<file path="src/rtl/sdrsp_pkg.sv">
package sdrsp_pkg;

  typedef enum logic [1:0] {
    ST_IDLE  = 2'd0,
    ST_LEAD  = 2'd1,
    ST_PULSE = 2'd2
  } srch_state_e;

  // strobes from control to datapath
  typedef struct packed {
    logic arm;          // clear counters and results for a new search
    logic runPhase;     // advance the in-period phase counter
    logic nextPulse;    // step the pulse counter
    logic markFound;    // record a start bit
    logic markTimeout;  // record an exhausted search
    logic clkEn;        // allow the clock high phase
  } srch_ctrl_t;

endpackage

</file>
<file path="src/rtl/sdrsp_ctrl.sv">
module sdrsp_ctrl
  import sdrsp_pkg::*;
(
  input  logic       clk,
  input  logic       rstN,
  input  logic       start,
  input  logic       cmdIn,
  input  logic       phaseLast,
  input  logic       phaseSample,
  input  logic       pulseLast,
  output srch_ctrl_t ctrl,
  output logic       busy,
  output logic       done
);

  srch_state_e state, stateNxt;

  always_comb begin
    stateNxt = state;
    ctrl     = '0;
    unique case (state)
      ST_IDLE: begin
        if (start) begin
          ctrl.arm = 1'b1;
          stateNxt = ST_LEAD;
        end
      end
      ST_LEAD: begin
        ctrl.runPhase = 1'b1;
        if (phaseLast) begin
          ctrl.nextPulse = 1'b1;
          stateNxt       = ST_PULSE;
        end
      end
      ST_PULSE: begin
        ctrl.runPhase = 1'b1;
        ctrl.clkEn    = 1'b1;
        if (phaseSample && !cmdIn) begin
          ctrl.markFound = 1'b1;
          stateNxt       = ST_IDLE;
        end else if (phaseLast) begin
          if (pulseLast) begin
            ctrl.markTimeout = 1'b1;
            stateNxt         = ST_IDLE;
          end else begin
            ctrl.nextPulse = 1'b1;
          end
        end
      end
      default: stateNxt = ST_IDLE;
    endcase
  end

  always_ff @(posedge clk) begin
    if (!rstN) begin
      state <= ST_IDLE;
      done  <= 1'b0;
    end else begin
      state <= stateNxt;
      done  <= ctrl.markFound | ctrl.markTimeout;
    end
  end

  assign busy = (state != ST_IDLE);

endmodule

</file>
<file path="src/rtl/sdrsp_dp.sv">
module sdrsp_dp
  import sdrsp_pkg::*;
#(
  parameter int CLK_DIV    = 4,
  parameter int SAMPLE_AT  = 1,
  parameter int MAX_PULSES = 64,
  localparam int PW = (CLK_DIV > 1) ? $clog2(CLK_DIV) : 1,
  localparam int CW = $clog2(MAX_PULSES + 1)
) (
  input  logic          clk,
  input  logic          rstN,
  input  srch_ctrl_t    ctrl,
  output logic          phaseLast,
  output logic          phaseSample,
  output logic          pulseLast,
  output logic          sdClk,
  output logic          found,
  output logic          timedOut,
  output logic [CW-1:0] pulseNum
);

  localparam logic [PW-1:0] PH_LAST = PW'(CLK_DIV - 1);
  localparam logic [PW-1:0] PH_SMP  = PW'(SAMPLE_AT);
  localparam logic [PW-1:0] PH_HIGH = PW'(CLK_DIV / 2);
  localparam logic [CW-1:0] CNT_MAX = CW'(MAX_PULSES);

  logic [PW-1:0] phase;
  logic [CW-1:0] pulseCnt;

  always_ff @(posedge clk) begin
    if (!rstN || ctrl.arm) begin
      phase <= '0;
    end else if (ctrl.runPhase) begin
      phase <= phaseLast ? '0 : phase + 1'b1;
    end
  end

  always_ff @(posedge clk) begin
    if (!rstN || ctrl.arm) begin
      pulseCnt <= '0;
    end else if (ctrl.nextPulse) begin
      pulseCnt <= pulseCnt + 1'b1;
    end
  end

  always_ff @(posedge clk) begin
    if (!rstN || ctrl.arm) begin
      found    <= 1'b0;
      timedOut <= 1'b0;
      pulseNum <= '0;
    end else if (ctrl.markFound) begin
      found    <= 1'b1;
      pulseNum <= pulseCnt;
    end else if (ctrl.markTimeout) begin
      timedOut <= 1'b1;
      pulseNum <= pulseCnt;
    end
  end

  assign phaseLast   = (phase == PH_LAST);
  assign phaseSample = (phase == PH_SMP);
  assign pulseLast   = (pulseCnt == CNT_MAX);
  assign sdClk       = ctrl.clkEn && (phase >= PH_HIGH);

endmodule

</file>
<file path="src/rtl/sdrsp_start_detect.sv">
module sdrsp_start_detect
  import sdrsp_pkg::*;
#(
  parameter int CLK_DIV    = 4,
  parameter int SAMPLE_AT  = 1,
  parameter int MAX_PULSES = 64,
  localparam int CW = $clog2(MAX_PULSES + 1)
) (
  input  logic          clk,
  input  logic          rstN,
  input  logic          start,
  input  logic          cmdIn,
  output logic          sdClk,
  output logic          busy,
  output logic          done,
  output logic          found,
  output logic          timedOut,
  output logic [CW-1:0] pulseNum
);

  srch_ctrl_t ctrl;
  logic phaseLast, phaseSample, pulseLast;

  sdrsp_ctrl ctrl_i (
    .clk         (clk),
    .rstN        (rstN),
    .start       (start),
    .cmdIn       (cmdIn),
    .phaseLast   (phaseLast),
    .phaseSample (phaseSample),
    .pulseLast   (pulseLast),
    .ctrl        (ctrl),
    .busy        (busy),
    .done        (done)
  );

  sdrsp_dp #(
    .CLK_DIV    (CLK_DIV),
    .SAMPLE_AT  (SAMPLE_AT),
    .MAX_PULSES (MAX_PULSES)
  ) dp_i (
    .clk         (clk),
    .rstN        (rstN),
    .ctrl        (ctrl),
    .phaseLast   (phaseLast),
    .phaseSample (phaseSample),
    .pulseLast   (pulseLast),
    .sdClk       (sdClk),
    .found       (found),
    .timedOut    (timedOut),
    .pulseNum    (pulseNum)
  );

endmodule

</file>
<file path="config.mk">
export PLATFORM = sky130hd
export DESIGN_NAME = sdrsp_start_detect
export DESIGN_NICKNAME = d
export VERILOG_FILES = /design/src/rtl/sdrsp_pkg.sv /design/src/rtl/sdrsp_ctrl.sv /design/src/rtl/sdrsp_dp.sv /design/src/rtl/sdrsp_start_detect.sv
export SDC_FILE = /design/constraint.sdc
export NUM_CORES = 1
export LEC_CHECK = 0
export ABC_AREA = 1
export BUFFER_PORTS_ARGS = -buffer_cell sky130_fd_sc_hd__buf_2
export CAP_MARGIN = 0
export CORE_ASPECT_RATIO = 1.5
export CORE_MARGIN = 2
export CORE_UTILIZATION = 30
export CTS_BUF_LIST = sky130_fd_sc_hd__clkbuf_4
export DETAILED_ROUTE_END_ITERATION = 8
export SYNTH_ARGS = -nofsm -noshare
export SYNTH_HDL_FRONTEND = slang
export SYNTH_HIERARCHICAL = 1
export SYNTH_SLANG_ARGS = --single-unit
</file>
<file path="constraint.sdc">
create_clock -name clk -period 2.5 [get_ports clk]
set_input_delay 0.5 -clock clk [delete_from_list [all_inputs] [get_ports clk]]
set_output_delay 0.5 -clock clk [all_outputs]
set_load 0.1 [all_outputs]
</file>
==> results_dict.tcl <==
set metrics [dict create \
    p_seq_share_pct 38.9 \
    power_mw 1.03 \
    final_antenna_net_count 0 \
    clock_sinks 21 \
    first_global_vias 826 \
    floorplan.initialDensity_pct 31.1 \
    endpoint_kind "output port" \
    max_clock_freq_mhz 472 \
    path_class "reg -> out" \
    wl_per_cell_um 9.08 \
    synthArstFlopShare_pct 0 \
    fillers 404 \
    path_clk_slew_ns 0.12 \
    cp-startpoint "ctrl_i/state[0]" \
    synth_top_area_share_pct 37.1 \
    cp_max_fo 4 \
    routed_wl_um 1930 \
    layout-drive-gt1-share_pct 22.9 \
    internal_power_uw 565 \
    fp.dieW_um 54.2 \
    p_comb_share_pct 45.4 \
    use_met1_pct 10.4 \
    netlist_top_cells_area "dfxtp_1, nor2_1, ha_1" \
    clk_path_buf_depth 2 \
    core-area_mm2 0.00365 \
    syn_inst 152 \
    worst_ir_drop_vdd_v 0.000323 \
    finalSetupViolCount 0 \
    grt_usage_pct 9.88 \
    worst_pin_slew_ns 0.486 \
    rr_worst_depth 10 \
    grt-busiest-layer "met2" \
    cts_tree "done" \
    outcome "finished clean" \
    gr-total-overflow 0 \
    yosys.cell_count.top_type "nor2_1" \
    rsz0062_at_grt "no" \
    gr-usage-met2_pct 17.7 \
    yosysTopAreaCell "dfxtp_1" \
    slew_violations 0 \
    die_h_um 79.3 \
    hold_violations 0 \
    worst-path-buf-inv 2 \
    vias 911 \
    cp.depth 4 \
    num_rows 27 \
    path_delay_family "buffers and inverters" \
    drt_iter0_drc 16 \
    use_met3_pct 0.940 \
    period_share_pct 84.7 \
    portBuffers 15 \
    hold_path_depth 3 \
    crit_arrival_ns 1.62 \
    gp_congestion 0.791 \
    yosys_warnings 6 \
    cp_slowest_cell "buf_2" \
    clock_skew_ns 0.00162 \
    cp_cell_sequence "inv_1, ha_1, o21a_1, buf_2" \
    grt_max_degree 16 \
    reg2reg_slack_ns 0.74 \
    hold_path.startpoint "rstN" \
    leakage_nw 0.595 \
    area_growth_pct 13.1 \
    ys_seq_area_share_pct 37.1 \
    maxSlewHeadroom_pct 67.8 \
    seqCellArea_um2 420 \
    reg2reg_from "dp_i/pulseCnt[1]" \
    synth_edf_count 0 \
    post_cts_resized 0 \
    pin_count 16 \
    p_sw_share_pct 45.1 \
    hpwl_um 1540 \
    synth_common_cells "nor2_1, dfxtp_1, inv_1" \
    first_pass_iters 4 \
    ys_types 20 \
    hold_path_class "in -> reg" \
    tns_ns 0 \
    drc 0 \
    cts_hold_repair.buffers 0 \
    p_sw_uw 463 \
    cts_setup_buffers 0 \
    die_area_mm2 0.00430 \
    final_nets 186 \
    multi_input_area_um2 616 \
    power_frac_clock_pct 15.8 \
    grt_pass1_wl_um 3190 \
    ys_ff_latch 21 \
    syn-num-nets 167 \
    start_kind "register" \
    maxCapViolations 0 \
    clock_latency_ns 0.30 \
    viasPerCell 4.28 \
    synth_top_flop_cell "dfxtp_1" \
    crit_required_ns 2.00 \
    ctsHtreeMaxLevel 1 \
    pwr_density_cell_mw_per_mm2 801 \
    period_needed_ns 2.12 \
    r2r_end "dp_i/pulseCnt[5]" \
    synth_area_mm2 0.00113 \
    whs_endpoint "ctrl_i/state[0]" \
    n_antenna_cell 0 \
    antenna_found_initial 0 \
    max_stage_delay_ns 0.41 \
    syn_area_per_cell_um2 7.46 \
    cts_buffers 3 \
    clock-root-buffer "clkbuf_4" \
]
[state kept, by name, indices dropped and copies added, names as in the netlist]
signal / count
dp_i/pulseCnt: 7
ctrl_i/state: 2
dp_i/timedOut: 1
dp_i/phase: 2
dp_i/found: 1
dp_i/pulseNum: 7
ctrl_i/done: 1
[layout make-up]
class | instances | share of cell area, %
timing repair buffer | 15 | 5.85
tap | 43 | 4.20
clock inverter | 1 | 0.390
multi-input combinational | 106 | 48.0
clock buffer | 3 | 1.76
inverter | 24 | 7.02
sequential | 21 | 32.8
[cell usage in the layout, fill, tap and decap left out, types with 2 or more instances in the layout]
cell type,count
a21oi_1,7
nor2_4,5
ha_1,11
o21ai_0,4
nand3_1,6
o21a_1,2
nand2_2,9
inv_2,3
dfxtp_1,21
inv_1,21
clkbuf_4,3
nand2_1,14
o21ai_1,5
nor2_1,37
buf_2,15
[kinds of logic after synthesis]
group,synth area share [%]
compound gates,10.2
fa+ha+maj,12.1
buf+inv,8.61
flops,37.1
simple gates,32.0
[stage by stage]
| stage | setup slack, ns | area [um2] | cells | hold slack [ns] | util, % |
|---|---|---|---|---|---|
| after global placement | 0.714 | 1250 | 209 | 0.458 | 34.4 |
| after floorplan | 0.603 | 1130 | 152 | 0.497 | - |
| after global routing | 0.274 | 1280 | 213 | 0.454 | 35.2 |
| after CTS | 0.352 | 1280 | 213 | 0.431 | 35.2 |
| after detailed placement | 0.709 | 1250 | 209 | 0.466 | 34.4 |
| final | 0.382 | 1280 | 213 | 0.450 | 35.2 |
[tightest hold or removal path, stage by stage]
cell     delay [ns]
buf_2          0.12
nand2_1        0.07
nor2_1         0.03
[power groups by stage]
stage / sequential (mW) / clock (mW) / combinational (mW)
6_report: 0.399 / 0.162 / 0.466
3_5_place_dp: 0.408 / 0 / 0.472
2_1_floorplan: 0.431 / 0 / 0.374
4_1_cts: 0.401 / 0.173 / 0.473
3_3_place_gp: 0.407 / 0 / 0.472
5_1_grt: 0.406 / 0.182 / 0.531
[per-layer routing]
layer  routed length, um  vias to the layer above
met4                  37                        0
met5                   0                        -
met2                 970                       10
li1                    -                      506
met3                  54                        2
met1                 870                      393
[worst max-delay path by stage]
stage / endpoint / slack (ns)
floorplan: sdClk / 0.60
global placement: sdClk / 0.71
detailed placement: sdClk / 0.71
CTS: sdClk / 0.35
global route: sdClk / 0.27
finish: sdClk / 0.38
Note: power is estimated with default switching activity, not from simulation.
